File: src/rtl/clksel_pkg.sv
package clksel_pkg;

    localparam int unsigned XP_WIDTH = 10;

    typedef logic [XP_WIDTH-1:0] xp_word_t;

    function automatic logic route_bit(input logic sel, input logic c0, input logic c1);
        return sel ? c0 : c1;
    endfunction

endpackage

File: src/rtl/clksel_edge.sv
module clksel_edge #(
    parameter logic RESET_LEVEL = 1'b1
) (
    input  logic clk,
    input  logic rst,
    input  logic line,
    output logic rise
);
    logic prev_q;

    always_ff @(posedge clk) begin
        if (rst) prev_q <= RESET_LEVEL;
        else     prev_q <= line;
    end

    assign rise = line & ~prev_q;

    p_single_rise_r3: assert property (@(posedge clk) disable iff (rst)
        rise |=> !rise);
endmodule

File: src/rtl/clksel_shifter.sv
module clksel_shifter #(
    parameter int unsigned N = clksel_pkg::XP_WIDTH
) (
    input  logic         clk,
    input  logic         rst,
    input  logic         shift_en,
    input  logic         din,
    output logic [N-1:0] shift_q,
    output logic         dout
);
    localparam int unsigned TOP = N - 1;

    always_ff @(posedge clk) begin
        if (rst)           shift_q <= '0;
        else if (shift_en) shift_q <= {shift_q[TOP-1:0], din};
    end

    assign dout = shift_q[TOP];

    p_no_shift_r3: assert property (@(posedge clk) disable iff (rst)
        !shift_en |=> $stable(shift_q));
    p_cascade_r6: assert property (@(posedge clk) disable iff (rst)
        shift_en |=> dout == $past(shift_q[TOP-1]));
endmodule

File: src/rtl/clksel_holdreg.sv
module clksel_holdreg #(
    parameter int unsigned N = clksel_pkg::XP_WIDTH
) (
    input  logic         clk,
    input  logic         rst,
    input  logic         load_en,
    input  logic [N-1:0] shift_word,
    output logic [N-1:0] hold_q
);
    always_ff @(posedge clk) begin
        if (rst)          hold_q <= '0;
        else if (load_en) hold_q <= shift_word;
    end

    p_hold_stable_r4: assert property (@(posedge clk) disable iff (rst)
        !load_en |=> $stable(hold_q));
    p_load_preshift_r7: assert property (@(posedge clk) disable iff (rst)
        load_en |=> hold_q == $past(shift_word));
endmodule

File: src/rtl/clksel_mux.sv
module clksel_mux #(
    parameter int unsigned N = clksel_pkg::XP_WIDTH
) (
    input  logic [N-1:0] sel,
    input  logic         c0,
    input  logic         c1,
    output logic [N-1:0] out
);
    for (genvar gi = 0; gi < N; gi++) begin : g_sel
        assign out[gi] = clksel_pkg::route_bit(sel[gi], c0, c1);
    end
endmodule

File: src/rtl/clksel_xpoint.sv
module clksel_xpoint #(
    parameter int unsigned N = clksel_pkg::XP_WIDTH
) (
    input  logic         clk,
    input  logic         rst,
    input  logic         ser_clk,
    input  logic         ser_din,
    input  logic         ser_load,
    input  logic         clk_in0,
    input  logic         clk_in1,
    output logic         ser_dout,
    output logic [N-1:0] clk_out
);
    logic         sclk_rise;
    logic         load_rise;
    logic [N-1:0] shift_w;
    logic [N-1:0] hold_w;

    clksel_edge #(.RESET_LEVEL(1'b1)) u_sclk_edge (
        .clk(clk), .rst(rst), .line(ser_clk), .rise(sclk_rise));

    clksel_edge #(.RESET_LEVEL(1'b1)) u_load_edge (
        .clk(clk), .rst(rst), .line(ser_load), .rise(load_rise));

    clksel_shifter #(.N(N)) u_shift (
        .clk(clk), .rst(rst), .shift_en(sclk_rise), .din(ser_din),
        .shift_q(shift_w), .dout(ser_dout));

    clksel_holdreg #(.N(N)) u_hold (
        .clk(clk), .rst(rst), .load_en(load_rise), .shift_word(shift_w),
        .hold_q(hold_w));

    clksel_mux #(.N(N)) u_mux (
        .sel(hold_w), .c0(clk_in0), .c1(clk_in1), .out(clk_out));

    p_reset_clear_r1: assert property (@(posedge clk) disable iff (rst)
        $past(rst) |-> (hold_w == '0 && ser_dout == 1'b0));
    p_equal_inputs_r5: assert property (@(posedge clk) disable iff (rst)
        (clk_in0 == clk_in1) |-> clk_out == {N{clk_in0}});
endmodule

File: config.mk
export PLATFORM = sky130hd
export DESIGN_NAME = clksel_xpoint
export DESIGN_NICKNAME = d
export VERILOG_FILES = /design/src/rtl/clksel_pkg.sv /design/src/rtl/clksel_edge.sv /design/src/rtl/clksel_shifter.sv /design/src/rtl/clksel_holdreg.sv /design/src/rtl/clksel_mux.sv /design/src/rtl/clksel_xpoint.sv
export SDC_FILE = /design/constraint.sdc
export NUM_CORES = 1
export LEC_CHECK = 0
export CELL_PAD_IN_SITES_DETAIL_PLACEMENT = 1
export CELL_PAD_IN_SITES_GLOBAL_PLACEMENT = 2
export CORE_ASPECT_RATIO = 0.7
export CORE_MARGIN = 3
export CORE_UTILIZATION = 36
export CTS_BUF_LIST = sky130_fd_sc_hd__clkbuf_4
export CTS_CLUSTER_SIZE = 8
export DETAILED_ROUTE_END_ITERATION = 7
export GPL_TIMING_DRIVEN = 0
export PLACE_DENSITY = 0.88
export SYNTH_ARGS = -nofsm -noshare
export SYNTH_HDL_FRONTEND = slang
export SYNTH_HIERARCHICAL = 1
export SYNTH_SLANG_ARGS = --single-unit
File: constraint.sdc
create_clock -name clk -period 2.4 [get_ports clk]
set_input_delay 0.6 -clock clk [delete_from_list [all_inputs] [get_ports clk]]
set_output_delay 0.6 -clock clk [all_outputs]
set_load 0.02 [all_outputs]
==> results of run 1 <==
[per-layer routing]
| layer | vias to the layer above | track usage, % | share of wire [%] |
|---|---|---|---|
| met1 | 304 | 15.3 | 47 |
| li1 | 311 | - | - |
| met5 | - | 0 | 0 |
| met4 | 0 | 4.96 | 0.79 |
| met2 | 10 | 27.5 | 48 |
| met3 | 2 | 4.46 | 4.0 |
[sequential cells by signal, summed over array words and instances, names as in the netlist]
name,flops
u_hold/hold_q,10
u_shift/shift_q,10
u_load_edge/prev_q,1
u_sclk_edge/prev_q,1
[worst register-to-register path: stages, from the launching register on]
cell and delay [ps]:
dfxtp_1 320, nor2b_1 130, buf_6 190, mux2i_1 230, nor2_1 60
[logic make-up (layout without fill, tap and decap cells)]
kind of cell / after synthesis / in the layout / synth area share [%]
multiplexers: 30 / 30 / 34.7
AND/OR/NAND/NOR: 24 / 24 / 11.1
buffers and inverters: 6 / 26 / 5.41
flip-flops: 22 / 22 / 48.8
[power groups by stage]
stage | combinational, mW | clock [mW] | sequential (mW)
after detailed placement | 0.0777 | 0 | 0.377
after floorplan | 0.0427 | 0 | 0.377
after global placement | 0.0765 | 0 | 0.377
after CTS | 0.0778 | 0.189 | 0.369
after global routing | 0.0820 | 0.207 | 0.370
final | 0.0763 | 0.177 | 0.369
[worst max-delay path by stage]
stage | start | to | slack (ps) | cells after the start
floorplan | clk_in1 | clk_out[0] | 780 | 2
global placement | clk_in0 | clk_out[6] | -350 | 3
detailed placement | clk_in0 | clk_out[4] | -330 | 3
CTS | clk_in0 | clk_out[4] | 80 | 3
global route | clk_in0 | clk_out[8] | 40 | 3
finish | clk_in0 | clk_out[0] | 80 | 3
[placed cells by master (no fill, tap or decap), drive strengths merged]
cell type      Yosys  final
buf                6      6
clkbuf             0      3
clkdlybuf4s15      0      1
clkdlybuf4s50      0     15
clkinv             0      1
dfxtp             22     22
mux2              10     10
mux2i             20     20
nor2              20     20
nor2b              2      2
or2                2      2
[area by class of cell]
class / instances / area, sq um
plain buffers: 6 / 48.8
fillers: 251 / 1130
clock inverters: 1 / 3.75
flip-flops and latches: 22 / 440
repair buffers: 16 / 161
well taps: 32 / 40.0
clock buffers: 3 / 22.5
multi-input cells: 54 / 413
[through the flow]
| stage | power [mW] | setup TNS, ps | setup slack [ps] | utilization [%] | instance area, sq um |
|---|---|---|---|---|---|
| 2_1_floorplan | 0.419 | 0 | 783 | - | 902 |
| 3_3_place_gp | 0.453 | -3370 | -349 | 48.8 | 1100 |
| 3_5_place_dp | 0.455 | -3220 | -334 | 48.8 | 1100 |
| 4_1_cts | 0.635 | 0 | 77.0 | 50.0 | 1130 |
| 5_1_grt | 0.659 | 0 | 38.6 | 50.0 | 1130 |
| 6_report | 0.622 | 0 | 81.9 | 50.0 | 1130 |
==> out/qor.yml, run 1 <==
min_path:
  hp-start: "u_hold/hold_q[9]$_SDFFE_PP0P_"
  hold_depth: 2
  holdPathEnd: "u_hold/hold_q[9]$_SDFFE_PP0P_"
  hold_class: "flop to flop"
timing:
  fin_crit_ps: 2320
  fmax_ghz: 0.431
  hold_viol_final: 0
  min_period_over_period_pct: 96.6
  finClkSkew_ps: 3.36
  tightestPinTransition_ps: 493
  holdWs_ps: 522
  drv_slew: 0
  grt_setup_unrepaired: "false"
  max_slew_margin_pct: 67.1
  setup_viol: 0
clocking:
  numClockSinks: 22
  holdBufCountCts: 0
  cts_max_path_buffers: 2
  cts_tree: "done"
  clock_latency_ps: 310
  cts_resized: 3
  clkTransAtPathRegs_ps: 120
  numCtsBuffers: 3
  cts_htree_levels: 1
  cts-root-buf: "clkbuf_4"
  postCtsSetupRepairBufs: 0
setup_path:
  r2r-end: "u_shift/shift_q[0]$_SDFFE_PP0P_"
  reg2regPathDepth: 4
  cp.required_ps: 1800
  r2r_setup_slack_ps: 1350
  critPathBufInv: 2
  cp-end-kind: "primary output"
  critical_path_class: "primary input to primary output"
  arrival_ps: 1720
  crit_fanout: 10
  start_kind: "primary input"
  crit_chain: "clkdlybuf4s15_2, mux2_2, clkdlybuf4s50_1"
  cpPeakStageDelay_ps: 540
  r2r-start: "u_sclk_edge/prev_q$_SDFF_PP1_"
  crit_slowest_cell: "clkdlybuf4s50_1"
  critPathTopFamily: "buffers and inverters"
floorplanning:
  core.rowCount: 14
  core-area_sq_mm: 0.00226
  fp.dieW_um: 65.8
  initial_core_util_pct: 39.9
  num_io_pins: 18
  die_y_um: 47.9
  die-area_sq_mm: 0.00315
power_and_ir_drop:
  peakVddDrop_v: 0.000264
  swShare_pct: 24.8
  power_leakage_nw: 0.403
  seqPwrFrac_pct: 59.3
  switching_power_mw: 0.154
  combPwrFrac_pct: 12.3
  power_density_mw_per_mm2: 550
  p_clk_share_pct: 28.4
  p_int_mw: 0.468
routing:
  wire_per_inst_um: 14.1
  avgViaCountPerCell: 4.68
  via_count: 627
  antenna_left: 0
  firstDrtPassIters: 3
  post-route-drc-count: 0
  drt-initial-drc-count: 8
  routed_wl_um: 1900
synthesis:
  mappedNetlistArea_sq_um: 902
  yosys-top-cells-area: "dfxtp_1 49%, mux2i_1 22%, mux2_2 12%, nor2_1 8.3%, buf_6 3.7%"
  synth.top_cells.by_count: "22 x dfxtp_1, 20 x mux2i_1, 20 x nor2_1"
  yosys_warnings: 6
  ys.flop_type: "dfxtp_1"
  syn_inst: 82
  synth_area_leader_cell: "dfxtp_1"
  yosysMostFrequentCell: "dfxtp_1"
  synth_top_area_share_pct: 48.8
  ys_seq_area_share_pct: 48.8
  synth_cell_types: 9
  avgSynthCellArea_sq_um: 11.0
  synth-async-reset-ratio_pct: 0
  ys_ff_latch: 22
  synth_edf_count: 0
  synth_nets: 89
finish:
  fin_cells: 134
  synthToLayoutAreaGrowth_pct: 25.2
  final_nets: 110
  drive_gt1_share_pct: 17.6
  antennaDiodeCount: 0
global_routing:
  grt_max_degree: 13
  antenna_found_initial: 0
  grt_pass1_vias: 674
  grt_pass1_wl_um: 3190
  overflow: 0
  track_usage_pct: 14.3
run_status:
  status: "finished clean"
run:
  max-cap-violations: 0
place:
  finalWeightedCongestion: 0.693
  dpl.hpwl_um: 1330
  io_buffers: 16
  dp_cells: 130
Power figures use the tool's default switching activity.
==> run 2, diff against run 1 <==
CORE_UTILIZATION = 43   (was 36)
DONT_BUFFER_PORTS = 1   (was unset)
PLACE_DENSITY = 0.85   (was 0.88)
clock period = 2.9 ns   (was 2.4 ns; I/O delays follow)
==> run 2 against run 1 <==
  * Die area fell by 15%
  * First-iteration DRC count grew 13%
  * Cell area down 16%
  * Critical endpoint is now clk_out[7]
  * Count of clock-buffer cells in the layout unchanged
  * Clock power decreased by 24%
  * Via count is 9.6% lower
  * Combinational power shrank 48%
==> out/qor.yml, run 2 (same netlist as run 1, synthesis figures left out) <==
power_and_ir_drop:
  power_density_mw_per_mm2: 503
  design_power_total_mw: 0.479
  power_leakage_nw: 0.339
  peakVddDrop_v: 0.000236
routing:
  avgViaCountPerCell: 5.30
  routed_wl_um: 1600
  firstDrtPassIters: 4
  drt-initial-drc-count: 9
  wire_per_inst_um: 14.9
  antenna_left: 0
  post-route-drc-count: 0
  via_count: 567
setup_path:
  reg2regPathDepth: 4
  start_kind: "primary input"
  r2r-start: "u_sclk_edge/prev_q$_SDFF_PP1_"
  cp-end-kind: "primary output"
  r2r-end: "u_shift/shift_q[1]$_SDFFE_PP0P_"
  crit_fanout: 10
  cpPeakStageDelay_ps: 320
  crit_slowest_cell: "mux2_2"
  r2r_setup_slack_ps: 1860
  arrival_ps: 1160
  critical_path_class: "primary input to primary output"
  crit_chain: "buf_6, mux2_2"
  cp.required_ps: 2170
  cp.depth: 2
  critPathBufInv: 1
  critPathTopFamily: "multiplexers"
timing:
  grt_setup_unrepaired: "false"
  drv_slew: 0
  fmax_ghz: 0.530
  min_period_over_period_pct: 65.1
  tightestPinTransition_ps: 473
  setup_tns_ps: 0
  setup_ws_ps: 1010
  finClkSkew_ps: 5.31
  max_slew_margin_pct: 68.4
  fin_crit_ps: 1890
  holdWs_ps: 506
  hold_viol_final: 0
  setup_viol: 0
clocking:
  cts_tree: "done"
  cts_resized: 0
  clock_latency_ps: 300
  cts_htree_levels: 1
  clkTransAtPathRegs_ps: 110
  numCtsBuffers: 3
  postCtsSetupRepairBufs: 0
  cts_max_path_buffers: 2
  holdBufCountCts: 0
  cts-root-buf: "clkbuf_4"
  numClockSinks: 22
place:
  finalWeightedCongestion: 0.665
  dpl.hpwl_um: 1160
  io_buffers: 0
  dp_cells: 104
  post-place-ws_ps: 1010
run:
  max-cap-violations: 0
finish:
  drive_gt1_share_pct: 20.0
  nFillCells: 217
  final_cell_mix: "22 x dfxtp_1, 20 x mux2i_1, 20 x nor2_1"
  seqCellArea_sq_um: 440
  fin_cells: 107
  final_nets: 94
  synthToLayoutAreaGrowth_pct: 5.55
  multiInputGateArea_sq_um: 413
  layout_commonest_cell: "dfxtp_1"
  top_regs: "u_hold/hold_q x10, u_shift/shift_q x10"
  antennaDiodeCount: 0
global_routing:
  overflow: 0
  track_usage_pct: 14.5
  grt_pass1_wl_um: 2760
  grt_pass1_vias: 595
  antenna_found_initial: 0
  grt_max_degree: 12
floorplanning:
  core-area_sq_mm: 0.00192
  initial_core_util_pct: 47.0
  core.rowCount: 13
  fp.dieW_um: 60.7
  die_y_um: 44.3
  num_io_pins: 18
  die-area_sq_mm: 0.00269
run_status:
  status: "finished clean"
min_path:
  hp-start: "rst"
  hold_depth: 1
  hold_class: "primary input to flop"
  holdPathEnd: "u_sclk_edge/prev_q$_SDFF_PP1_"
-- run 2: cell type report --
class                   count  share of cell area (%)
plain buffers               6                    5.12
clock buffers               3                    2.37
multi-input cells          54                    43.4
flip-flops and latches     22                    46.3
well taps                  22                    2.89
-- run 2: metal layers --
layer / up-vias / share of wire [%] / GRT usage, %
met5: - / 0 / 0
li1: 283 / - / -
met4: 0 / 0.75 / 3.90
met2: 10 / 47 / 24.5
met1: 271 / 47 / 17.0
met3: 3 / 5.3 / 6.12
-- run 2: through the flow --
step / instance area (sq um) / util, %
global placement: 930 / 48.4
finish: 952 / 49.6
detailed placement: 930 / 48.4
CTS: 952 / 49.6
global route: 952 / 49.6
floorplan: 902 / -
-- run 2: power by group --
group / switching (mW) / total, mW / internal [mW]
clock network: 0.0855 / 0.134 / 0.0485
registers: 0.000952 / 0.305 / 0.304
logic: 0.0245 / 0.0397 / 0.0153
-- run 2: worst max path at each step --
stage / end / from / slack [ps]
2_1_floorplan: clk_out[0] / clk_in1 / 1030
3_3_place_gp: clk_out[6] / clk_in1 / 1010
3_5_place_dp: clk_out[8] / clk_in1 / 1010
4_1_cts: clk_out[8] / clk_in1 / 1010
5_1_grt: clk_out[2] / clk_in1 / 1000
6_report: clk_out[7] / clk_in1 / 1010
==> run 3, diff against run 2 <==
CORE_UTILIZATION = 40   (was 43)
PLACE_DENSITY = 0.8   (was 0.85)
clock period = 1.8 ns   (was 2.9 ns; I/O delays follow)
==> run 3 against run 2 <==
  * Setup slack lost 720 ps
  * Total power is 63% higher
  * Wire length is 2.2% higher
  * Sequential share of layout area fell by 0.66 points
  * Flip-flop and latch count stayed put
  * Sequential power increased by 61%
  * First-iteration DRC count unchanged
  * Via count rose by 0.88%
  * Final cell count increased by 8.4%
  * Cell area grew 1.4%
  * Worst hold slack got worse by 260 ps
  * Critical path depth down 1
  * Critical path type is now flop to primary output
==> out/qor.yml, run 3 (same netlist as run 1, synthesis figures left out) <==
run_status:
  status: "finished clean"
power_and_ir_drop:
  power_density_mw_per_mm2: 807
  power_leakage_nw: 0.340
  peakVddDrop_v: 0.000453
  design_power_total_mw: 0.779
clocking:
  numClockSinks: 22
  clock_latency_ps: 300
  cts_htree_levels: 1
  cts_max_path_buffers: 2
  cts-root-buf: "clkbuf_4"
  numCtsBuffers: 3
  cts_resized: 0
  cts_tree: "done"
  postCtsSetupRepairBufs: 0
  clkTransAtPathRegs_ps: 120
  holdBufCountCts: 0
floorplanning:
  core.rowCount: 13
  die-area_sq_mm: 0.00287
  num_io_pins: 18
  fp.dieW_um: 62.8
  die_y_um: 45.7
  initial_core_util_pct: 45.5
  core-area_sq_mm: 0.00198
timing:
  tightestPinTransition_ps: 476
  drv_slew: 0
  max_slew_margin_pct: 68.3
  fin_crit_ps: 1510
  setup_viol: 0
  hold_viol_final: 0
  grt_setup_unrepaired: "false"
  min_period_over_period_pct: 84.0
  setup_tns_ps: 0
  setup_ws_ps: 289
  finClkSkew_ps: 7.59
  fmax_ghz: 0.662
finish:
  final_area_sq_um: 966
  synthToLayoutAreaGrowth_pct: 7.07
  drive_gt1_share_pct: 19.8
  layout_commonest_cell: "dfxtp_1"
  nFillCells: 226
  final_cell_mix: "22 x dfxtp_1, 20 x mux2i_1, 20 x nor2_1"
  final_nets: 94
  top_regs: "u_hold/hold_q x10, u_shift/shift_q x10"
  antennaDiodeCount: 0
global_routing:
  grt_max_degree: 13
  grt_pass1_vias: 560
  grt_pass1_wl_um: 2710
  track_usage_pct: 13.0
  antenna_found_initial: 0
  overflow: 0
setup_path:
  critPathTopFamily: "multiplexers"
  critPathBufInv: 0
  cp-end-kind: "primary output"
  arrival_ps: 1060
  critical_path_class: "flop to primary output"
  crit_slowest_cell: "mux2_2"
  startpoint: "u_hold/hold_q[1]$_SDFFE_PP0P_"
  crit_chain: "mux2_2"
  crit_fanout: 2
  start_kind: "flop"
  cpPeakStageDelay_ps: 400
  cp.required_ps: 1350
  r2r-start: "u_sclk_edge/prev_q$_SDFF_PP1_"
place:
  finalWeightedCongestion: 0.683
  placed_area_sq_um: 940
  io_buffers: 0
  post-place-ws_ps: 459
  dpl.hpwl_um: 1150
routing:
  post-route-drc-count: 0
  firstDrtPassIters: 3
  routed_wl_um: 1630
  avgViaCountPerCell: 4.93
  wire_per_inst_um: 14.1
  drt-initial-drc-count: 9
  antenna_left: 0
  via_count: 572
min_path:
  hp-start: "rst"
  hold_class: "primary input to flop"
run:
  max-cap-violations: 0
[run 3: cell types whose count changed in the layout (fill, tap and decap cells not counted), sizes merged]
cell	previous run	this run
clkinv	0	1
[run 3: layer usage]
| layer | global-route usage (%) | up-vias | part of all wire, % |
|---|---|---|---|
| met5 | 0 | - | 0 |
| met4 | 5.26 | 0 | 1.0 |
| met3 | 5.68 | 2 | 5.0 |
| met2 | 21.6 | 9 | 50 |
| met1 | 15.2 | 279 | 44 |
| li1 | - | 282 | - |
[run 3: stage by stage]
| step | hold slack, ps | utilization, % | std cells |
|---|---|---|---|
| after floorplan | 469 | - | 82 |
| after global placement | 487 | 47.4 | 112 |
| after detailed placement | 494 | 47.4 | 112 |
| after CTS | 230 | 48.7 | 116 |
| after global routing | 225 | 48.7 | 116 |
| final | 241 | 48.7 | 116 |
[run 3: power breakdown]
part | internal [mW] | switching (mW)
clock network | 0.0808 | 0.142
logic | 0.0246 | 0.0402
registers | 0.490 | 0.00157
[run 3: path summary, 6_finish.rpt]
kind         slack (ps)  depth (start not counted)                         endpoint
max                 290                          1                       clk_out[1]
min                 240                          1    u_load_edge/prev_q$_SDFF_PP1_
max reg2reg         780                          4  u_shift/shift_q[3]$_SDFFE_PP0P_
min reg2reg         520                          2    u_hold/hold_q[6]$_SDFFE_PP0P_
[run 3: layout make-up]
type | count | area (sq um) | area share [%]
buffer | 6 | 48.8 | 5.05
clock buffer | 3 | 22.5 | 2.33
clock inverter | 1 | 3.75 | 0.389
multi-input combinational | 54 | 413 | 42.7
sequential | 22 | 440 | 45.6
tap | 30 | 37.5 | 3.89
